$ cat config.mk
export PLATFORM = sky130hd
export DESIGN_NAME = score_display_top
export DESIGN_NICKNAME = d
export VERILOG_FILES = /design/src/rtl/score_disp_pkg.sv /design/src/rtl/score_win_edge.sv /design/src/rtl/score_bcd_digit.sv /design/src/rtl/score_bcd_accum.sv /design/src/rtl/score_display_scan.sv /design/src/rtl/score_display_top.sv
export SDC_FILE = /design/constraint.sdc
export NUM_CORES = 1
export LEC_CHECK = 0
export BUFFER_PORTS_ARGS = -buffer_cell sky130_fd_sc_hd__buf_4
export CAP_MARGIN = 20
export CORE_ASPECT_RATIO = 1.25
export CORE_MARGIN = 2
export CORE_UTILIZATION = 35
export DETAILED_ROUTE_END_ITERATION = 16
export SLEW_MARGIN = 20
export SYNTH_ARGS = -nofsm -noshare
export SYNTH_HDL_FRONTEND = slang
export SYNTH_SLANG_ARGS = --single-unit
$ cat constraint.sdc
create_clock -name clk -period 5.2 [get_ports clk]
set_input_delay 0.52 -clock clk [delete_from_list [all_inputs] [get_ports clk]]
set_output_delay 0.52 -clock clk [all_outputs]
set_load 0.005 [all_outputs]
$ cat src/rtl/score_disp_pkg.sv
package score_disp_pkg;

  typedef logic [3:0] bcd_t;

  // Difficulty code to tens-digit increment (1, 2 or 3 tens)
  function automatic logic [1:0] level_tens(input logic [1:0] lvl);
    logic [1:0] t;
    case (lvl)
      2'd0:    t = 2'd1;
      2'd1:    t = 2'd2;
      default: t = 2'd3;
    endcase
    return t;
  endfunction

  // BCD digit to active-low segments, bit0 = a .. bit6 = g
  function automatic logic [6:0] seg_lo(input bcd_t d);
    logic [6:0] on;
    case (d)
      4'd0:    on = 7'b0111111;
      4'd1:    on = 7'b0000110;
      4'd2:    on = 7'b1011011;
      4'd3:    on = 7'b1001111;
      4'd4:    on = 7'b1100110;
      4'd5:    on = 7'b1101101;
      4'd6:    on = 7'b1111101;
      4'd7:    on = 7'b0000111;
      4'd8:    on = 7'b1111111;
      4'd9:    on = 7'b1101111;
      default: on = 7'b0000000;
    endcase
    return ~on;
  endfunction

endpackage

$ cat src/rtl/score_win_edge.sv
module score_win_edge (
  input  logic clk,
  input  logic win_in,
  output logic win_pulse
);
  logic win_prev;

  // Previous sample follows the input through reset too, so a level
  // already high when reset drops is not taken as a fresh edge.
  always_ff @(posedge clk) begin
    win_prev <= win_in;
  end

  assign win_pulse = win_in & ~win_prev;
endmodule

$ cat src/rtl/score_bcd_digit.sv
module score_bcd_digit
  import score_disp_pkg::*;
(
  input  bcd_t       d_in,
  input  logic [1:0] c_in,
  output bcd_t       d_out,
  output logic       c_out
);
  logic [4:0] sum;

  always_comb begin
    sum = {1'b0, d_in} + {3'b000, c_in};
    if (sum >= 5'd10) begin
      d_out = 4'(sum - 5'd10);
      c_out = 1'b1;
    end else begin
      d_out = sum[3:0];
      c_out = 1'b0;
    end
  end
endmodule

$ cat src/rtl/score_bcd_accum.sv
module score_bcd_accum
  import score_disp_pkg::*;
#(
  parameter int DIGITS = 4,
  localparam int HI_W = (DIGITS - 1) * 4
) (
  input  logic                clk,
  input  logic                rst,
  input  logic                add_en,
  input  logic [1:0]          tens_inc,
  output logic [DIGITS*4-1:0] score_flat
);
  localparam logic [HI_W-1:0] SAT_HI = {(DIGITS-1){4'd9}};

  logic [HI_W-1:0] score_hi;
  logic [HI_W-1:0] next_hi;
  logic [1:0]      carry [1:DIGITS];

  assign carry[1] = tens_inc;

  for (genvar g = 1; g < DIGITS; g++) begin : g_digit
    logic c_o;
    score_bcd_digit u_digit (
      .d_in  (score_hi[(g-1)*4 +: 4]),
      .c_in  (carry[g]),
      .d_out (next_hi[(g-1)*4 +: 4]),
      .c_out (c_o)
    );
    assign carry[g+1] = {1'b0, c_o};
  end

  always_ff @(posedge clk) begin
    if (rst) begin
      score_hi <= '0;
    end else if (add_en) begin
      if (carry[DIGITS] != 2'd0) score_hi <= SAT_HI;
      else                       score_hi <= next_hi;
    end
  end

  assign score_flat = {score_hi, 4'd0};
endmodule

$ cat src/rtl/score_display_scan.sv
module score_display_scan
  import score_disp_pkg::*;
#(
  parameter int DIGITS      = 4,
  parameter int REFRESH_DIV = 50000,
  localparam int IDX_W = (DIGITS > 1) ? $clog2(DIGITS) : 1,
  localparam int CNT_W = (REFRESH_DIV > 1) ? $clog2(REFRESH_DIV) : 1
) (
  input  logic                clk,
  input  logic                rst,
  input  logic [DIGITS*4-1:0] score_flat,
  output logic [6:0]          seg_n,
  output logic [DIGITS-1:0]   dig_en_n,
  output logic                scan_tick,
  output logic [IDX_W-1:0]    scan_idx
);
  localparam logic [CNT_W-1:0] CNT_LAST = CNT_W'(REFRESH_DIV - 1);
  localparam logic [IDX_W-1:0] IDX_LAST = IDX_W'(DIGITS - 1);

  logic [CNT_W-1:0] div_cnt;
  bcd_t             cur_digit;

  assign scan_tick = (div_cnt == CNT_LAST);

  always_ff @(posedge clk) begin
    if (rst)            div_cnt <= '0;
    else if (scan_tick) div_cnt <= '0;
    else                div_cnt <= div_cnt + 1'b1;
  end

  always_ff @(posedge clk) begin
    if (rst) begin
      scan_idx <= '0;
    end else if (scan_tick) begin
      if (scan_idx == IDX_LAST) scan_idx <= '0;
      else                      scan_idx <= scan_idx + 1'b1;
    end
  end

  assign cur_digit = score_flat[int'(scan_idx)*4 +: 4];

  always_ff @(posedge clk) begin
    if (rst) begin
      seg_n    <= '1;
      dig_en_n <= '1;
    end else begin
      seg_n    <= seg_lo(cur_digit);
      dig_en_n <= ~(DIGITS'(1) << scan_idx);
    end
  end
endmodule

$ cat src/rtl/score_display_top.sv
module score_display_top
  import score_disp_pkg::*;
#(
  parameter int DIGITS      = 4,
  parameter int REFRESH_DIV = 50000,
  localparam int IDX_W = (DIGITS > 1) ? $clog2(DIGITS) : 1
) (
  input  logic              clk,
  input  logic              rst,
  input  logic              win_in,
  input  logic [1:0]        level_sel,
  output logic [6:0]        seg_n,
  output logic [DIGITS-1:0] dig_en_n
);
  logic                win_pulse;
  logic [DIGITS*4-1:0] score_flat;
  logic                scan_tick;
  logic [IDX_W-1:0]    scan_idx;

  score_win_edge u_edge (
    .clk       (clk),
    .win_in    (win_in),
    .win_pulse (win_pulse)
  );

  score_bcd_accum #(.DIGITS(DIGITS)) u_accum (
    .clk        (clk),
    .rst        (rst),
    .add_en     (win_pulse),
    .tens_inc   (level_tens(level_sel)),
    .score_flat (score_flat)
  );

  score_display_scan #(.DIGITS(DIGITS), .REFRESH_DIV(REFRESH_DIV)) u_scan (
    .clk        (clk),
    .rst        (rst),
    .score_flat (score_flat),
    .seg_n      (seg_n),
    .dig_en_n   (dig_en_n),
    .scan_tick  (scan_tick),
    .scan_idx   (scan_idx)
  );
endmodule

==> metrics.csv <==
stage;metric;value;unit
synthesis;flops & latches, synth;42;
synthesis;Async S/R FF share, synth;0;%
synthesis;syn_area_per_cell;8.63;sq um
floorplanning;die area;7410;sq um
worst_setup_path;CP max stage delay;0.57;ns
sta;relative slew slack;44.3;%
sta;Setup-failing EPs final;0;
layout;share of cells above drive strength 1;17.6;%
worst_setup_path;CP max FO;6;
routing;number of DRC markers in iteration 0;118;
status;status;finished clean;
routing;Initial DRT Pass Iterations;4;
worst_setup_path;Bufs and invs on worst path;4;
power_and_ir_drop;Leak;1.09;nW
clock_tree;Clk pin slew, worst setup/hold paths;0.09;ns
layout;most frequent cells in the layout;42 x nor2_1, 42 x dfxtp_1, 24 x buf_4;
sta;Worst-Margin Slew;0.835;ns
layout;layout net count;319;
routing;drt wl/cell;11.7;um
clock_tree;H-tree depth;2;
sta;Final period util;94.4;%
min_path;Min-Delay Path Class;primary input to flop;
sta;Setup TNS;0;ns
floorplanning;die width;77.4;um
sta;final worst-path setup slack;0.291;ns
worst_setup_path;critical path class;primary input to flop;
synthesis;Ys Warns;0;
worst_setup_path;delay-heaviest family, CP;adder cells;
layout;area added between synthesis and finish;14.8;%
sta;RSZ-0062 raised after global routing;no;
clock_tree;CTS root buf;clkbuf_8;
global_routing;pin count of the biggest net entering global routing;27;
global_routing;initial antenna violation count;0;
placement;Port Buffers;15;
floorplanning;core area;6520;sq um
floorplanning;starting density of the core;36.1;%
global_routing;vias in the first global route;1725;
sta;Worst Skew;0.0116;ns
worst_setup_path;CP arrival;5.12;ns
synthesis;Post-synth EDFFs;0;
synthesis;syn nets;298;
synthesis;Cell Area, Synth;2360;sq um
worst_setup_path;critical path, cell by cell;buf_4, nand2b_1, ha_2, inv_1, fa_2, ha_2, inv_1, a31o_2, o2bb2ai_1, ha_1, ha_1, xor2_1, inv_1, ha_2, o21ai_0, and3_4, or2_4, ha_1, ha_1, or2_0, a211o_1, and2_4, or4_1, o311ai_1;
worst_setup_path;nature of the critical path endpoint;flop;
clock_tree;Longest Clk Path Bufs;2;
floorplanning;IO Pins;16;
placement;Post-DP HPWL;3250;um
floorplanning;row cnt;33;
placement;DP Worst Slack;-0.0850;ns
synthesis;Netlist cell types;51;
worst_setup_path;Worst Path Required;5.41;ns
routing;vias per std cell;4.97;
floorplanning;Die Y;95.8;um
layout;n_diodes;0;
sta;minimum hold slack;0.333;ns
sta;Fmax achieved;204;MHz
run;Max Cap Viol;0;
global_routing;Total GRT Usage;13.1;%
placement;Final Wtd Congestion;0.777;
layout;fin cells;382;
clock_tree;CTS tree;done;
routing;Routed Wire Length;4480;um
clock_tree;clock sink count;42;
power_and_ir_drop;Power Density;247;nW/um^2
sta;post-route minimum period;4.91;ns
worst_setup_path;CP max stage cell;fa_2;
power_and_ir_drop;VDD IR max;86.0;uV
global_routing;grt ovf;0;
clock_tree;Num CTS Buffers;5;
worst_setup_path;crit start category;primary input;
synthesis;Synth Flop Type;dfxtp_1;
routing;post-route DRC violation count;0;
placement;Placed Cells;374;
layout;Finished Core Util;41.5;%
clock_tree;clk_lat worst skew;0.30;ns
synthesis;register area share after synthesis;35.7;%
sta;Final Hold Viols;0;
global_routing;first-pass GRT wire length;7850;um
routing;Routed Antenna Nets;0;
worst_setup_path;most frequent cell on the critical path;ha_1;
synthesis;Syn Inst Count;273;
routing;via count;1900;
sta;Slew Viols, Final;0;
-- cells in the mapped netlist, types with 4 or more instances --
master	number	area, sq um
a21oi_1	13	65.1
clkbuf_1	4	15.0
dfxtp_1	42	841
ha_1	19	238
inv_1	13	48.8
mux2_2	5	56.3
mux2i_1	4	40.0
nand2_1	13	48.8
nand2b_1	10	62.6
nand3_1	8	40.0
nand4_1	5	31.3
nor2_1	42	158
nor3_1	8	40.0
o21ai_0	12	60.1
xnor2_1	6	52.6
xor2_1	11	96.3
-- cell type report --
type	instances	area [sq um]
fill	681	3820
clock inverter	2	12.5
clock buffer	6	82.6
multi-input combinational	208	1430
tap	87	109
sequential	42	841
inverter	13	48.8
timing repair buffer	24	180
-- report_power, final --
group          internal (mW)  total [mW]  switching [mW]
clock network          0.107       0.222           0.115
registers              0.332       0.344          0.0118
logic                 0.0523       0.102          0.0496
-- cells by family (layout without fill, tap and decap cells) --
logic type | after synthesis | after routing | synth area share [%]
adders and majority gates | 20 | 20 | 10.9
xor gates and xnor gates | 17 | 17 | 6.32
and+or+nand+nor | 112 | 112 | 24.4
AOI/OAI and AO/OA | 50 | 50 | 14.3
muxes | 9 | 9 | 4.09
buffers and inverters | 23 | 45 | 4.30
DFF | 42 | 42 | 35.7
-- worst paths after layout --
| path | startpoint | to | slack [ns] | cells after the start |
|---|---|---|---|---|
| setup / recovery | level_sel[0] | u_accum.score_hi[1] | 0.29 | 24 |
| hold / removal | win_in | u_edge.win_prev | 0.33 | 1 |
| setup reg to reg | u_accum.score_hi[0] | u_accum.score_hi[1] | 0.30 | 22 |
| hold reg to reg | u_scan.div_cnt[0] | u_scan.div_cnt[0] | 0.46 | 1 |
-- worst register-to-register path, delay by kind of cell, from the launching register on --
kind	cells	cell delay (ns)
fa+ha+maj	8	2.08
flops	1	0.37
compound gates	5	0.80
xor+xnor	1	0.17
buf+inv	3	0.19
simple gates	5	1.19
-- layer usage --
metal | share of wire, % | track usage (%) | vias up
li1 | - | - | 990
met1 | 49 | 16.7 | 877
met2 | 46 | 21.6 | 27
met3 | 3.5 | 2.72 | 6
met4 | 1.8 | 5.21 | 0
met5 | 0 | 0 | -
-- sequential cells by signal (all words and copies together), names as in the netlist --
| name | cells |
|---|---|
| u_scan.scan_idx | 2 |
| u_scan.dig_en_n | 4 |
| u_edge.win_prev | 1 |
| u_accum.score_hi | 12 |
| u_scan.div_cnt | 16 |
| u_scan.seg_n | 7 |
-- metrics by stage --
stage,area (sq um),power [mW]
floorplan,2360,0.416
CTS,2690,0.674
global route,2710,0.704
detailed placement,2590,0.450
global placement,2590,0.449
finish,2710,0.667
-- what timing repair did --
item | in CTS | in global routing
gates resized for setup | 0 | 5
endpoints found under the setup margin | 0 | 3
hold buffers | 0 | 0
endpoints found under the hold margin | 0 | 0
setup buffers | 0 | 0
(Power assumes the default switching activity.)
